<file path="config.mk">
export PLATFORM = sky130hd
export DESIGN_NAME = daFir
export DESIGN_NICKNAME = d
export VERILOG_FILES = /design/src/rtl/daFirPkg.sv /design/src/rtl/daFirLut.sv /design/src/rtl/daFirDatapath.sv /design/src/rtl/daFirCtrl.sv /design/src/rtl/daFir.sv
export SDC_FILE = /design/constraint.sdc
export NUM_CORES = 1
export LEC_CHECK = 0
export ABC_CLOCK_PERIOD_IN_PS = 3700
export CAP_MARGIN = 0
export CORE_ASPECT_RATIO = 0.75
export CORE_MARGIN = 3
export CORE_UTILIZATION = 47
export DETAILED_ROUTE_END_ITERATION = 7
export PLACE_DENSITY = 0.71
export REMOVE_ABC_BUFFERS = 1
export SLEW_MARGIN = 15
export SYNTH_ARGS = -nofsm -noshare
export SYNTH_HDL_FRONTEND = slang
export SYNTH_SLANG_ARGS = --single-unit
</file>
<file path="constraint.sdc">
create_clock -name clk -period 3.7 [get_ports clk]
set_input_delay 0.37 -clock clk [delete_from_list [all_inputs] [get_ports clk]]
set_output_delay 0.37 -clock clk [all_outputs]
set_load 0.005 [all_outputs]
</file>
<file path="src/rtl/daFirPkg.sv">
package daFirPkg;

  // Strobes from the sequencer to the datapath
  typedef struct packed {
    logic load;   // capture a new sample into the delay line
    logic step;   // consume one bit slice
    logic last;   // this slice is the sign bit
  } ctrlStrobe_t;

endpackage

</file>
<file path="src/rtl/daFirLut.sv">
module daFirLut #(
  parameter int NUM_TAPS = 4,
  parameter int LUT_W    = 10,
  parameter int COEFS [NUM_TAPS] = '{default: 0}
) (
  input  logic [NUM_TAPS-1:0]     addr,
  output logic signed [LUT_W-1:0] sum
);

  localparam int DEPTH = 1 << NUM_TAPS;

  // Sum of the coefficients whose select bit is set
  function automatic logic signed [LUT_W-1:0] subsetSum(input int unsigned sel);
    logic signed [LUT_W-1:0] acc;
    acc = '0;
    for (int k = 0; k < NUM_TAPS; k++) begin
      if (sel[k]) acc = acc + LUT_W'(COEFS[k]);
    end
    return acc;
  endfunction

  logic signed [LUT_W-1:0] romData [DEPTH];

  for (genvar a = 0; a < DEPTH; a++) begin : g_rom
    assign romData[a] = subsetSum(a);
  end

  assign sum = romData[addr];

endmodule

</file>
<file path="src/rtl/daFirDatapath.sv">
module daFirDatapath
  import daFirPkg::*;
#(
  parameter int NUM_TAPS = 4,
  parameter int SAMPLE_W = 8,
  parameter int LUT_W    = 10,
  parameter int ACC_W    = 18,
  parameter int IDX_W    = 3,
  parameter int COEFS [NUM_TAPS] = '{default: 0}
) (
  input  logic                       clk,
  input  logic                       rstN,
  input  ctrlStrobe_t                strobe,
  input  logic [IDX_W-1:0]           bitIdx,
  input  logic signed [SAMPLE_W-1:0] inSample,
  output logic signed [ACC_W-1:0]    result
);

  logic signed [SAMPLE_W-1:0] tapReg   [NUM_TAPS];
  logic [SAMPLE_W-1:0]        bitShift [NUM_TAPS];
  logic [NUM_TAPS-1:0]        sliceAddr;
  logic signed [LUT_W-1:0]    lutSum;
  logic signed [ACC_W-1:0]    term;
  logic signed [ACC_W-1:0]    acc;

  for (genvar k = 0; k < NUM_TAPS; k++) begin : g_tap
    assign sliceAddr[k] = bitShift[k][0];
    if (k == 0) begin : g_head
      always_ff @(posedge clk or negedge rstN) begin
        if (!rstN) begin
          tapReg[k]   <= '0;
          bitShift[k] <= '0;
        end else if (strobe.load) begin
          tapReg[k]   <= inSample;
          bitShift[k] <= inSample;
        end else if (strobe.step) begin
          bitShift[k] <= bitShift[k] >> 1;
        end
      end
    end else begin : g_body
      always_ff @(posedge clk or negedge rstN) begin
        if (!rstN) begin
          tapReg[k]   <= '0;
          bitShift[k] <= '0;
        end else if (strobe.load) begin
          tapReg[k]   <= tapReg[k-1];
          bitShift[k] <= tapReg[k-1];
        end else if (strobe.step) begin
          bitShift[k] <= bitShift[k] >> 1;
        end
      end
    end
  end

  daFirLut #(
    .NUM_TAPS(NUM_TAPS),
    .LUT_W   (LUT_W),
    .COEFS   (COEFS)
  ) i_lut (
    .addr(sliceAddr),
    .sum (lutSum)
  );

  // Table word weighted by the bit position of the current slice
  assign term = ACC_W'(lutSum) <<< bitIdx;

  always_ff @(posedge clk or negedge rstN) begin
    if (!rstN) begin
      acc    <= '0;
      result <= '0;
    end else if (strobe.load) begin
      acc <= '0;
    end else if (strobe.step) begin
      if (strobe.last) begin
        result <= acc - term;   // sign bit carries negative weight
        acc    <= '0;
      end else begin
        acc <= acc + term;
      end
    end
  end

endmodule

</file>
<file path="src/rtl/daFirCtrl.sv">
module daFirCtrl
  import daFirPkg::*;
#(
  parameter int SAMPLE_W = 8,
  parameter int IDX_W    = 3
) (
  input  logic             clk,
  input  logic             rstN,
  input  logic             inValid,
  output logic             busy,
  output logic             done,
  output ctrlStrobe_t      strobe,
  output logic [IDX_W-1:0] bitIdx
);

  localparam logic [IDX_W-1:0] LAST_IDX = IDX_W'(SAMPLE_W - 1);

  always_comb begin
    strobe.load = inValid && !busy;
    strobe.step = busy;
    strobe.last = busy && (bitIdx == LAST_IDX);
  end

  always_ff @(posedge clk or negedge rstN) begin
    if (!rstN) begin
      busy   <= 1'b0;
      done   <= 1'b0;
      bitIdx <= '0;
    end else begin
      done <= strobe.last;
      if (strobe.load) begin
        busy   <= 1'b1;
        bitIdx <= '0;
      end else if (strobe.step) begin
        if (strobe.last) begin
          busy   <= 1'b0;
          bitIdx <= '0;
        end else begin
          bitIdx <= bitIdx + 1'b1;
        end
      end
    end
  end

endmodule

</file>
<file path="src/rtl/daFir.sv">
module daFir
  import daFirPkg::*;
#(
  parameter int NUM_TAPS = 4,
  parameter int SAMPLE_W = 8,
  parameter int COEF_W   = 8,
  parameter int COEFS [NUM_TAPS] = '{12, -7, 100, -128},
  localparam int LUT_W   = COEF_W + $clog2(NUM_TAPS),
  localparam int ACC_W   = LUT_W + SAMPLE_W
) (
  input  logic                       clk,
  input  logic                       rstN,
  input  logic                       inValid,
  input  logic signed [SAMPLE_W-1:0] inSample,
  output logic                       inBusy,
  output logic                       outDone,
  output logic signed [ACC_W-1:0]    outResult
);

  localparam int IDX_W = $clog2(SAMPLE_W);

  ctrlStrobe_t      strobe;
  logic [IDX_W-1:0] bitIdx;

  daFirCtrl #(
    .SAMPLE_W(SAMPLE_W),
    .IDX_W   (IDX_W)
  ) i_ctrl (
    .clk    (clk),
    .rstN   (rstN),
    .inValid(inValid),
    .busy   (inBusy),
    .done   (outDone),
    .strobe (strobe),
    .bitIdx (bitIdx)
  );

  daFirDatapath #(
    .NUM_TAPS(NUM_TAPS),
    .SAMPLE_W(SAMPLE_W),
    .LUT_W   (LUT_W),
    .ACC_W   (ACC_W),
    .IDX_W   (IDX_W),
    .COEFS   (COEFS)
  ) i_dp (
    .clk     (clk),
    .rstN    (rstN),
    .strobe  (strobe),
    .bitIdx  (bitIdx),
    .inSample(inSample),
    .result  (outResult)
  );

endmodule

</file>
* After elaboration in Yosys (flattened, before gate mapping)
Memories as Yosys holds them, arrays and structs flattened.
Index checks and enable logic that the tools add are counted.
** Cells by class
- Add/subtract/negate cells :: 3
- Order comparisons :: 1
- Equality and inequality tests :: 1
- Shifts and indexed selects :: 1
- Mux-type cells :: 19
- Bitwise operators :: 2
- Reductions and logical operators :: 5
** Operators with widths (count)
- two-way mux 8 bit :: 8
- two-way mux 18 bit :: 3
- two-way mux 10 bit :: 2
- adder 18 bit :: 1
- <<< shifter 10 x 3 -> 18 bit :: 1
- subtractor 18 bit :: 1
- two-way mux 3 bit :: 3
- >= comparator 5 bit (second input constant) :: 1
- NOT 4 -> 5 bit :: 1
- adder 3 x 1 -> 3 bit (second input constant) :: 1
- equality test 3 bit (second input constant) :: 1
- two-way mux 1 bit :: 3
- AND reduction 3 bit :: 1
- logical AND 1 bit :: 2
- nonzero test 2 bit :: 1
- logical NOT 1 bit :: 1
- NOT 1 bit :: 1
** Storage, ports and cells
- Flip-flop bits (word level) :: 97
- Bits in read-only memories :: 160
- Input bits :: 11
- Output and inout bits :: 20
- Word-level logic and storage cells :: 45
- Memories kept :: 1
** Memory list
- (no name shown) :: words 16, bits a word 10, rd ports 1, clocked after memory_dff 0, write ports 0, RTL line daFirLut.sv:28 : assign sum = romData[addr];

* Longest topological paths before layout
- Depth in word-level cells :: 9
- Gate-level depth with buffers :: 18
- Depth with buffers taken out :: 17

* By module
From an unflattened synthesis, not the netlist that was laid out.
** Unflattened totals
- Cells, all modules :: 654
- Area, all modules :: 5965.7 um2
** Modules (own cells, without submodules)
- daFirDatapath :: times used 1, cells each 619, area an instance 5621.6 um2, sequential area each 2302.2 um2
- daFirCtrl :: times used 1, cells each 17, area an instance 220.2 um2, sequential area each 125.1 um2
- daFirLut :: times used 1, cells each 18, area an instance 123.9 um2, sequential area each 0.0 um2

* Least setup slack after synthesis
No wires, ideal clock.
- Path type :: reg-to-reg
- Start point :: reg i_dp.bitShift[16] in the netlist's numbering
- End point :: reg i_dp.acc[11]
- Setup time :: 0.122 ns
- Arrival :: 3.078 ns
- Required time :: 3.578 ns
- Slack :: 0.501 ns
- Cell stages (with the launch flop) :: 15
- Path buffers :: 0
- Period minus slack after synthesis :: 3.199 ns
- Cell sequence :: dfrtp_1 ha_1 nand2_1 o21ai_0 o21ai_0 o21bai_1 o22ai_1 ha_1 nor2b_2 a221oi_4 a21o_4 a211oi_2 o21a_1 or3_1 a32o_1
** On the way
- Word-level cells in the longest chain between the ends :: 9
** RTL lines
- start: declaration :: RTL line daFirDatapath.sv:20 : logic [SAMPLE_W-1:0] bitShift [NUM_TAPS];
- start signal: indexed assignment :: RTL line daFirDatapath.sv:47 : bitShift[k] <= tapReg[k-1];
- start signal: indexed assignment :: RTL line daFirDatapath.sv:49 : bitShift[k] <= bitShift[k] >> 1;
- NOT 4 -> 5 bit (not written as such) :: RTL line daFirLut.sv:28
- memory read (16 x 10 bit)
- two-way mux 10 bit (not written as such) (2 in a row) :: RTL line daFirLut.sv:28
- <<< shifter 10 x 3 -> 18 bit :: RTL line daFirDatapath.sv:65 : assign term = ACC_W'(lutSum) <<< bitIdx;
- adder 18 bit :: RTL line daFirDatapath.sv:78 : acc <= acc + term;
- two-way mux 18 bit :: RTL line daFirDatapath.sv:74 : if (strobe.last) begin
- two-way mux 18 bit :: RTL line daFirDatapath.sv:73 : end else if (strobe.step) begin
- two-way mux 18 bit :: RTL line daFirDatapath.sv:71 : end else if (strobe.load) begin
- end signal: assignment :: RTL line daFirDatapath.sv:78
- end: declaration :: RTL line daFirDatapath.sv:24 : logic signed [ACC_W-1:0] acc;
No other way between the ends. The select of a mux whose other input is x is not followed.
A chain may end at the register's enable or synchronous reset.

* Worst setup path in the final report
- Start point :: reg i_dp.bitShift[24] in the netlist's numbering
- End point :: reg i_dp.acc[16]
Same word-level chain as after synthesis.

==> out/summary.txt <==
outcome -> finished clean
R2R cell count -> 18
Least-Margin Pin Slew -> 1.04 ns
RSZ-0062 raised after global routing -> yes
met3 usage -> 4.04%
hpwl dp -> 10,300 µm
Yosys top cell area share -> 39.5%
layout cells sized above 1 -> 12.4%
yosys warns -> 0
hold_buf cts -> 0
Worst-Skew Late Latency -> 0.35 ns
TritonCTS Buffers -> 9
post-synth cell types -> 61
reg-to-reg critical path endpoint -> i_dp.acc[16]
worst reg-to-reg setup slack -> 0.20 ns
Setup WS post-layout -> 0.196 ns
relative slew slack -> 30.3%
Worst Setup End Kind -> flip-flop
GRT Util Overall -> 20.5%
pin count of the biggest net entering global routing -> 67
Cell Area, Placed -> 0.00660 mm²
CTS tree -> built
reg2reg start -> i_dp.bitShift[24]
Residual DRC -> 0
gr ovfl total -> 0
Critical Path AT -> 3.73 ns
Vias/cell -> 5.71
register bit total from synthesis -> 97
Gate Count Post-Synth -> 667
CTS H-tree depth -> 3
Area Growth Syn to Fin -> 14.0%
CTS max path bufs -> 2
Inst Count DP -> 841
area leader, netlist -> dfrtp_1
IO buf count -> 30
Die H -> 105 µm
wirelength, routed -> 14,200 µm
type of the worst setup path -> reg -> reg
# nets final -> 743
post-route cell area -> 0.00700 mm²
clock sink total -> 97
first-pass GRT wire length -> 24,000 µm
Tcrit/Tclk final -> 94.7%
worst-path maximum fanout -> 8
sequential element share of the synthesized area -> 39.5%
routed vias -> 4,906
syn avg cell area -> 9.20 µm²
per-cell routed wire length -> 16.6 µm
Synth Cell Area -> 0.00614 mm²
Antenna diodes -> 0
fin crit period -> 3.50 ns
# rows -> 35
GRT met1 Usage -> 31.6%
FFs w/ async S/R, synth -> 100%
Initial Util -> 49.0%
fmax -> 285 MHz
clk slew on worst S/H paths -> 0.07 ns
# setup viols final -> 0
fin. max-slew vios -> 0
GPL Wtd Cong -> 0.981
chip width -> 138 µm
clk root buf -> clkbuf_16
final cell count without fillers -> 859
core area -> 0.0125 mm²
antenna-violating nets left -> 0
Initial DRC Count -> 509
vias in the first global route -> 4,787
Startpoint Class -> flip-flop
ranking of synthesized cells by area -> dfrtp_1 40%, ha_1 8.6%, mux2i_1 5.9%
Post-Place Worst Slack -> 0.0347 ns
top-count cell post-synth -> dfrtp_1
M2 GR Usage -> 29.5%
ys flop type -> dfrtp_1
die area -> 0.0145 mm²
HP Class -> in -> async
top cells by count, synth -> 97 x dfrtp_1, 82 x nand2_1, 70 x o21ai_0
CP Launch Point -> i_dp.bitShift[24]
number of synthesized flops with an enable pin -> 0
Pre-antenna DRT Iters -> 5
Clock Skews -> 0.0110 ns
CP Data Required Time -> 3.93 ns
io pins -> 31
GRT Max-Usage Layer -> met1
initial antenna violation count -> 0
Hold Vio Cnt, Final -> 0
number of max-cap violations -> 0
## how the worst max path moves through the flow
stage	end	slack [ns]	depth (start not counted)
after detailed placement	i_dp.acc[17]	0.03	16
after global routing	i_dp.acc[17]	-0.04	16
after CTS	i_dp.acc[17]	0.008	16
final	i_dp.acc[16]	0.20	18
after floorplan	i_dp.acc[17]	0.45	14
after global placement	i_dp.acc[17]	0.05	16
## layer usage
layer	wire, µm	vias to the layer above	share of wire [%]
met5	0	-	0
met4	135	0	0.95
met3	732	14	5.1
met2	6240	129	44
met1	7110	2378	50
li1	-	2385	-
## cells by family (layout without fill, tap and decap cells)
logic type,count (synthesis),after routing,share of synthesized area (%)
muxes,62,62,10.6
adders and majority gates,44,44,9.21
buffers and inverters,72,98,4.59
AOI/OAI and AO/OA,187,187,19.4
and+or+nand+nor,184,184,13.7
xor gates and xnor gates,21,21,3.00
DFF,97,97,39.5
## cells in the final DEF (no fill, tap or decap), types with 5 or more instances in the layout
cell type / count
a21oi_1: 34
mux2i_1: 36
mux2_2: 26
buf_4: 17
nand2b_1: 12
nor2_1: 37
ha_1: 39
nand3_1: 10
clkbuf_16: 9
nand2_1: 81
o211ai_1: 5
xor2_1: 7
nor2b_1: 8
o21bai_1: 9
o21a_1: 6
dfrtp_1: 96
inv_1: 32
clkdlybuf4s50_1: 28
o21ai_1: 5
a21o_1: 9
xnor2_1: 14
o21ai_0: 68
a31oi_1: 5
nor3_1: 9
or3_1: 8
## worst max-delay path, stage by stage, from the launching register on
cell and delay (ns):
dfrtp_1 0.42, inv_1 0.09, ha_1 0.19, nand2_1 0.10
o22a_1 0.19, o22a_1 0.23, a21oi_2 0.19, nor2_1 0.09
a21o_1 0.23, ha_4 0.33, clkinvlp_4 0.17, buf_4 0.19
nor3_1 0.22, o21ai_0 0.12, a21oi_1 0.14, buf_4 0.16
a31oi_1 0.11, mux2i_1 0.16, nand2_1 0.06
## flip-flops by register name (all words and copies together) (netlist names)
signal         flops
i_ctrl.bitIdx      3
i_ctrl.busy        1
i_ctrl.done        1
i_dp.acc          18
i_dp.bitShift     32
i_dp.result       18
i_dp.tapReg       24
## per-stage QoR
| step | util (%) | hold WS [ns] | TNS (ns) |
|---|---|---|---|
| floorplan | - | 0.0744 | 0 |
| global placement | 52.7 | 0.464 | 0 |
| detailed placement | 52.7 | 0.470 | 0 |
| CTS | 55.2 | 0.122 | 0 |
| global route | 55.9 | 0.155 | -0.113 |
| finish | 55.9 | 0.0901 | 0 |
## what timing repair did
action / in CTS / in global routing
gates resized for setup: 0 / 21
setup buffers: 0 / 2
setup endpoints to repair: 0 / 15
endpoints found under the hold margin: 0 / 0
## cell type report
type	count	area [µm²]
clock inverter	7	82.6
inverter	36	139
clock buffer	9	225
tap	166	208
fill	1150	5520
sequential	97	2430
multi-input combinational	498	3500
timing repair buffer	46	413
Power is left out: the tool's default activity adds up to more than one toggle a clock period on the data nets, which glitch-free logic cannot reach.
